===== config.mk =====
export PLATFORM = sky130hd
export DESIGN_NAME = prot_supervisor
export DESIGN_NICKNAME = d
export VERILOG_FILES = /design/src/rtl/psv_pkg.sv /design/src/rtl/psv_sync.sv /design/src/rtl/psv_persist.sv /design/src/rtl/prot_supervisor.sv
export SDC_FILE = /design/constraint.sdc
export NUM_CORES = 1
export LEC_CHECK = 0
export BUFFER_PORTS_ARGS = -buffer_cell sky130_fd_sc_hd__buf_2
export CORE_UTILIZATION = 50
export CTS_BUF_LIST = sky130_fd_sc_hd__clkbuf_2 sky130_fd_sc_hd__clkbuf_4 sky130_fd_sc_hd__clkbuf_8
export DETAILED_ROUTE_END_ITERATION = 10
export PLACE_DENSITY = 0.67
export REMOVE_ABC_BUFFERS = 1
export SLEW_MARGIN = 20
export SYNTH_ARGS = -nofsm -noshare
export SYNTH_HDL_FRONTEND = slang
export SYNTH_SLANG_ARGS = --single-unit

===== constraint.sdc =====
create_clock -name clk -period 4.34 [get_ports clk]
set_clock_uncertainty 0.1 [all_clocks]
set_input_delay 0.868 -clock clk [delete_from_list [all_inputs] [get_ports clk]]
set_output_delay 0.868 -clock clk [all_outputs]
set_load 0.01 [all_outputs]

===== src/rtl/psv_pkg.sv =====
`timescale 1ns/1ps
package psv_pkg;

    typedef enum logic [1:0] {
        FC_NONE = 2'd0,
        FC_OC   = 2'd1,
        FC_UV   = 2'd2
    } fault_code_t;

    // synchronizer bit positions
    localparam int SB_OC   = 0;
    localparam int SB_UV   = 1;
    localparam int SB_HOT  = 2;
    localparam int SB_COOL = 3;
    localparam int SB_EN   = 4;
    localparam int SB_POR  = 5;
    localparam int N_SYNC  = 6;

    // persistence filter positions; lower index wins a tie
    localparam int FI_OC   = 0;
    localparam int FI_UV   = 1;
    localparam int N_FLT   = 2;

    function automatic int ns_to_cycles(longint clk_hz, longint dur_ns);
        return int'((dur_ns * clk_hz + 64'd999_999_999) / 64'd1_000_000_000);
    endfunction

endpackage


===== src/rtl/psv_sync.sv =====
`timescale 1ns/1ps
module psv_sync #(
    parameter int W = 1
) (
    input  logic         clk,
    input  logic         rst_n,
    input  logic [W-1:0] async_i,
    output logic [W-1:0] sync_o
);
    typedef struct packed {
        logic [W-1:0] meta;
        logic [W-1:0] stab;
    } sync_st_t;

    sync_st_t st_d, st_q;

    always_comb begin
        st_d      = st_q;
        st_d.meta = async_i;
        st_d.stab = st_q.meta;
    end

    always_ff @(posedge clk or negedge rst_n) begin
        if (!rst_n) st_q <= '0;
        else        st_q <= st_d;
    end

    assign sync_o = st_q.stab;
endmodule


===== src/rtl/psv_persist.sv =====
`timescale 1ns/1ps
module psv_persist #(
    parameter int LIMIT = 100
) (
    input  logic clk,
    input  logic rst_n,
    input  logic run,
    input  logic cond,
    output logic trip
);
    localparam int CW = $clog2(LIMIT + 1);
    localparam logic [CW-1:0] CMAX = CW'(LIMIT);

    typedef struct packed {
        logic [CW-1:0] cnt;
    } per_st_t;

    per_st_t st_d, st_q;

    always_comb begin
        st_d = st_q;
        if (!run || !cond)        st_d.cnt = '0;
        else if (st_q.cnt != CMAX) st_d.cnt = st_q.cnt + 1'b1;
    end

    always_ff @(posedge clk or negedge rst_n) begin
        if (!rst_n) st_q <= '0;
        else        st_q <= st_d;
    end

    // high on the edge where the condition is seen for the LIMIT+1-th time in a row
    assign trip = run && cond && (st_q.cnt == CMAX);
endmodule


===== src/rtl/prot_supervisor.sv =====
`timescale 1ns/1ps
module prot_supervisor
    import psv_pkg::*;
#(
    parameter longint CLK_HZ = 50_000_000,
    parameter longint OC_NS  = 10_000,
    parameter longint UV_NS  = 2_000
) (
    input  logic       clk,
    input  logic       rst_n,
    input  logic       oc_cmp,
    input  logic       uv_cmp,
    input  logic       ot_hot,
    input  logic       ot_cool,
    input  logic       en_lvl,
    input  logic       por_ok,
    output logic       pwm_en,
    output logic       hs_gate_en,
    output logic       ls_gate_en,
    output logic       pgood,
    output logic       pgood_valid,
    output logic [1:0] fault_code
);
    localparam int OC_LIM = ns_to_cycles(CLK_HZ, OC_NS);
    localparam int UV_LIM = ns_to_cycles(CLK_HZ, UV_NS);

    logic [N_SYNC-1:0] raw_v, syn_v;
    logic [N_FLT-1:0]  cond_v, trip_v;
    logic oc_s, uv_s, hot_s, cool_s, en_s, por_s, active;

    assign raw_v[SB_OC]   = oc_cmp;
    assign raw_v[SB_UV]   = uv_cmp;
    assign raw_v[SB_HOT]  = ot_hot;
    assign raw_v[SB_COOL] = ot_cool;
    assign raw_v[SB_EN]   = en_lvl;
    assign raw_v[SB_POR]  = por_ok;

    psv_sync #(.W(N_SYNC)) u_sync (
        .clk     (clk),
        .rst_n   (rst_n),
        .async_i (raw_v),
        .sync_o  (syn_v)
    );

    assign oc_s   = syn_v[SB_OC];
    assign uv_s   = syn_v[SB_UV];
    assign hot_s  = syn_v[SB_HOT];
    assign cool_s = syn_v[SB_COOL];
    assign en_s   = syn_v[SB_EN];
    assign por_s  = syn_v[SB_POR];
    assign active = en_s && por_s;

    assign cond_v[FI_OC] = oc_s;
    assign cond_v[FI_UV] = uv_s;

    for (genvar g = 0; g < N_FLT; g++) begin : g_flt
        psv_persist #(.LIMIT(g == FI_OC ? OC_LIM : UV_LIM)) u_flt (
            .clk   (clk),
            .rst_n (rst_n),
            .run   (active),
            .cond  (cond_v[g]),
            .trip  (trip_v[g])
        );
    end

    typedef struct packed {
        logic        fault;
        fault_code_t code;
        logic        susp;
    } sup_st_t;

    sup_st_t st_d, st_q;

    always_comb begin
        st_d = st_q;
        if (!active) begin
            st_d.fault = 1'b0;
            st_d.code  = FC_NONE;
            st_d.susp  = 1'b0;
        end else begin
            if (!st_q.fault) begin
                if (trip_v[FI_OC]) begin
                    st_d.fault = 1'b1;
                    st_d.code  = FC_OC;
                end else if (trip_v[FI_UV]) begin
                    st_d.fault = 1'b1;
                    st_d.code  = FC_UV;
                end
            end
            if (hot_s)       st_d.susp = 1'b1;
            else if (cool_s) st_d.susp = 1'b0;
        end
    end

    always_ff @(posedge clk or negedge rst_n) begin
        if (!rst_n) st_q <= '{fault: 1'b0, code: FC_NONE, susp: 1'b0};
        else        st_q <= st_d;
    end

    assign pwm_en      = active && !st_q.fault;
    assign hs_gate_en  = pwm_en && !st_q.susp;
    assign ls_gate_en  = pwm_en && !st_q.susp;
    assign pgood       = active && !st_q.fault;
    assign pgood_valid = por_s;
    assign fault_code  = st_q.code;
endmodule


# Word-level counts from Yosys, hierarchy flattened
# Index checks and enable logic that the tools add are counted.
# word_totals
ff_bits	32
latch_bits	0
ram_bits	0
romBits	0
input_bits	8
out_inout_bits	7
elab_cells	43
memories	0
# classes
add_sub_neg	2
mul	0
n_div	0
order_cmp	0
eq_ne	7
shifts	0
mux	10
bitwise_logic	0
n_reduce_logical	17
# ops
operator	count
$mux W9	2
$mux W7	2
$add A9 B1 Y9 const B	1
$eq A9 B9 Y1 const B	1
$mux W3	3
$ne A9 B9 Y1 const B	1
$add A7 B1 Y7 const B	1
$eq A7 B7 Y1 const B	1
$logic_and A1 B1 Y1	7
$ne A7 B7 Y1 const B	1
$ne A3 B1 Y1 const B	2
$logic_not A1 Y1	5
$mux W4	1
$reduce_bool A2 Y1	2
$logic_or A1 B1 Y1	2
$mux W1	2
$ne A2 B2 Y1 const B	1
$reduce_and A2 Y1	1

# Longest topological paths before layout
# logic_depth
word_depth	7
ltp_mapped	5
mapped_depth_nobuf	5

# Modules after synthesis
# Synthesis repeated with hierarchy kept, for this count alone.
# unflattened
hier_cells	125
area_unflattened_um2	1351.3
# modules_own_cells
mod	n_inst	cells_each	area_per_inst_um2
psv_persist at g_flt[0].u_flt	1	49	473.0
psv_persist at g_flt[1].u_flt	1	41	377.9
psv_sync	1	12	300.3
prot_supervisor	1	23	200.2

# Worst setup path after synthesis
# Ideal clock, no wire load.
# synth_path
path_kind	reg-to-output
from	register u_sync.st_q (netlist bit u_sync.sync_o[5])
to	output ls_gate_en
arrival_time_ns	1.243
t_required_ns	3.372
slack_ns	2.129
stages_incl_launch_ff	5
path_buffers	1
path_cell_list	dfrtp_1 nand2_1 or2_2 nor2_1 buf_4
# synth_via
elab_chain_len	3
# synth_lines
item	line	source
start: declaration	psv_sync.sv:15	sync_st_t st_d, st_q;
start signal: assignment	psv_sync.sv:25	else st_q <= st_d;
$logic_and A1 B1 Y1	prot_supervisor.sv:51	assign active = en_s && por_s;
$logic_and A1 B1 Y1	prot_supervisor.sv:100	assign pwm_en = active && !st_q.fault;
$logic_and A1 B1 Y1	-	
end: declaration	prot_supervisor.sv:19	output logic ls_gate_en,
# Every way passes these cells.

# Worst setup path after layout
# layout_path
from	register u_sync.st_q (netlist bit u_sync.sync_o[5])
to	output hs_gate_en
# layout_via
elab_chain_len	3
# layout_lines
item	line	source
$logic_and A1 B1 Y1	prot_supervisor.sv:51	
$logic_and A1 B1 Y1	prot_supervisor.sv:100	
$logic_and A1 B1 Y1	prot_supervisor.sv:101	assign hs_gate_en = pwm_en && !st_q.susp;
end: declaration	prot_supervisor.sv:18	output logic hs_gate_en,
# Every way passes these cells.

==> run metrics <==
Syn Std Cell Area 1396 um^2; Sw Ratio 23.51%; synthesized netlist cell count 128; total power 510.6 uW; r2r setup slk 2.72 ns; worst rel slew slack 54.04%; DRT iter0 DRCs 22; core area 2567 um^2; I/O Buffers 14; Cell Rows 18; top cell type by total area after synthesis dfrtp_1; ANT nets after route 0; min cycle time layout 2.480 ns; Reg power frac 60.7%; worst r2r src g_flt[1].u_flt.st_q[0]$_DFFE_PN0P_; FF+latch count, synth 32; first-pass GRT wire length 4257 um; TritonRoute pass-1 iters 4; top cell type's share of synthesized area 57.35%; die width 54.85 um; Slew Viols, Final 0; outcome finished, final reports clean; largest net degree at the start of global routing 33; FMAX 403.3 MHz; Vias 1028; CTS Buffer Depth 2; Setup Fix Bufs, Post-CTS 0; fin cells 176; max cap viols 0; Net Switching 120.0 uW; GR Overflow Total 0; WHS Endpoint u_sync.sync_o[1]$_DFF_PN0_; Tightest Pin Transition 0.6893 ns; critical path type flip-flop to output pin; final setup violation count 0; crit end category output pin; hold_sp u_sync.st_d[1]$_DFF_PN0_; Die Ht 54.85 um; Layout area overhead 10.30%; DP Wirelength 1777 um; synth top area cells dfrtp_1 (57%), a21oi_1 (4.7%), ha_1 (3.6%); vias per std cell 5.841; hold_buf cts 0; Main synth FF type dfrtp_1; crit-path max FO 7; Cells after DPL 168; most common cell in the netlist dfrtp_1; Yosys warnings 0; clk root buf clkbuf_4; DR WL/cell 14.47 um; Reg clk slew, reported paths 0.10 ns; Hold Slack 0.2583 ns; All-Layer GR Usage 20.88%; diode count 0; combinational share of power 4.0%; class of the worst hold path flip-flop to flip-flop; RSZ-0062 raised after global routing no; fraction of layout cells with a size suffix above 1 19.86%; worst vdd ir 0.2702 mV; pwr/cell area 331.5 nW/um^2; Layout Nets 157; Worst-Skew Late Latency 0.32 ns; Tcrit/Tclk final 57.14%; worst path arrival time 1.51 ns; CTS tree built; Leak 0.6538 nW; vias in the first global route 997; synthesized area per cell 10.91 um^2; # DRC 0; Worst Path Required 3.37 ns; routed wire length 2546 um; Critical Path Start Type flip-flop; ys async rst share 100.0%; die area 3008 um^2; Num CTS Buffers 5; Final GP Congestion 0.7605; initial antenna violation count 0; Synth top cells by count dfrtp_1 (32), a21oi_1 (13), nand3_1 (10), o21ai_0 (10); Clk pwr share 35.2%; final setup TNS 0 ns; P_int 390.6 uW; num ports 15; post-cts resize count 0; post-synthesis sequential area ratio 57.35%; Final Hold Viols 0; Initial Util 54.39%; Reg-to-Reg End g_flt[1].u_flt.st_q[3]$_DFFE_PN0P_; clock sink count 32; H-tree levels 2; cell depth of the worst flop-to-flop path 5; Synth cell types 29; EDFF count, synth 0; Hold Crit Depth 0
-- power by group through the flow --
stage	Combinational, mW	Sequential (mW)	Clock, mW
final	0.0207	0.310	0.180
after global routing	0.0240	0.311	0.200
after CTS	0.0213	0.310	0.186
after detailed placement	0.0212	0.316	0
after global placement	0.0209	0.316	0
after floorplan	0.00818	0.315	0
-- per-layer routing --
layer | up-vias | track usage [%] | part of all wire, % | wire [um]
met1 | 508 | 27.14 | 48 | 1233
met5 | - | 0 | 0 | 0
met3 | 4 | 7.500 | 3.0 | 77
met4 | 0 | 7.692 | 1.2 | 31
li1 | 496 | - | - | -
met2 | 20 | 31.73 | 47 | 1203
-- logic make-up (layout without fill, tap and decap cells) --
group | count (synthesis) | after routing | synth area share [%]
flip-flops | 32 | 32 | 57.35
XOR/XNOR | 2 | 2 | 1.255
AO/OA/AOI/OAI | 31 | 31 | 13.17
adder cells (fa/ha/maj) | 4 | 4 | 3.584
buffers and inverters | 12 | 30 | 4.301
AND/OR/NAND/NOR | 47 | 47 | 20.34
-- registers in the layout, indices dropped and copies added (netlist names) --
register	count
g_flt.u_flt.st_q	16
u_sync.st_d	6
u_sync.sync_o	6
fault_code	2
st_q	2
-- worst max-delay path, stage by stage, from the launching register on --
cell and delay [ns]:
dfrtp_1 0.47, nand2_1 0.15, or2_2 0.32, nor2_1 0.11
buf_2 0.14
-- placed cells by master, fill, tap and decap left out, types with 2 or more instances in the layout --
master      netlist  routed
a21oi_1          13      13
a31oi_1           3       3
and3_1            2       2
buf_2             0      14
clkbuf_4          0       5
clkinvlp_4        0       2
dfrtp_1          32      32
ha_1              4       4
inv_1             8       8
nand2_1           8       8
nand3_1          10      10
nand3_2           3       3
nand4_1           2       2
nor2_1            4       4
nor3_1            5       5
o21ai_0          10      10
or3_1             6       6
-- how the worst max path moves through the flow --
stage                                           from         end  slack [ns]  cells past startpoint
after detailed placement  u_sync.sync_o[5]$_DFF_PN0_  hs_gate_en        2.22                      4
after CTS                 u_sync.sync_o[5]$_DFF_PN0_  hs_gate_en        1.84                      4
after global placement    u_sync.sync_o[5]$_DFF_PN0_  ls_gate_en        2.29                      4
final                     u_sync.sync_o[5]$_DFF_PN0_  hs_gate_en        1.86                      4
after floorplan           u_sync.sync_o[5]$_DFF_PN0_  hs_gate_en        2.21                      3
after global routing      u_sync.sync_o[5]$_DFF_PN0_  hs_gate_en        1.76                      4
-- metrics by stage --
step	area (um^2)	util [%]	worst slack, ns
floorplan	1366	-	2.206
global placement	1474	57.41	2.294
detailed placement	1474	57.41	2.220
CTS	1540	59.99	1.838
global route	1540	59.99	1.755
finish	1540	59.99	1.860
-- final cells by class --
class                   instances  area (um^2)
well taps                      30        37.54
clock buffers                   6        51.30
repair buffers                 14        70.07
fillers                       218         1027
inverters                       8        30.03
multi-input cells              84        535.5
clock inverters                 2        15.01
flip-flops and latches         32        800.8
(Power assumes the default switching activity.)
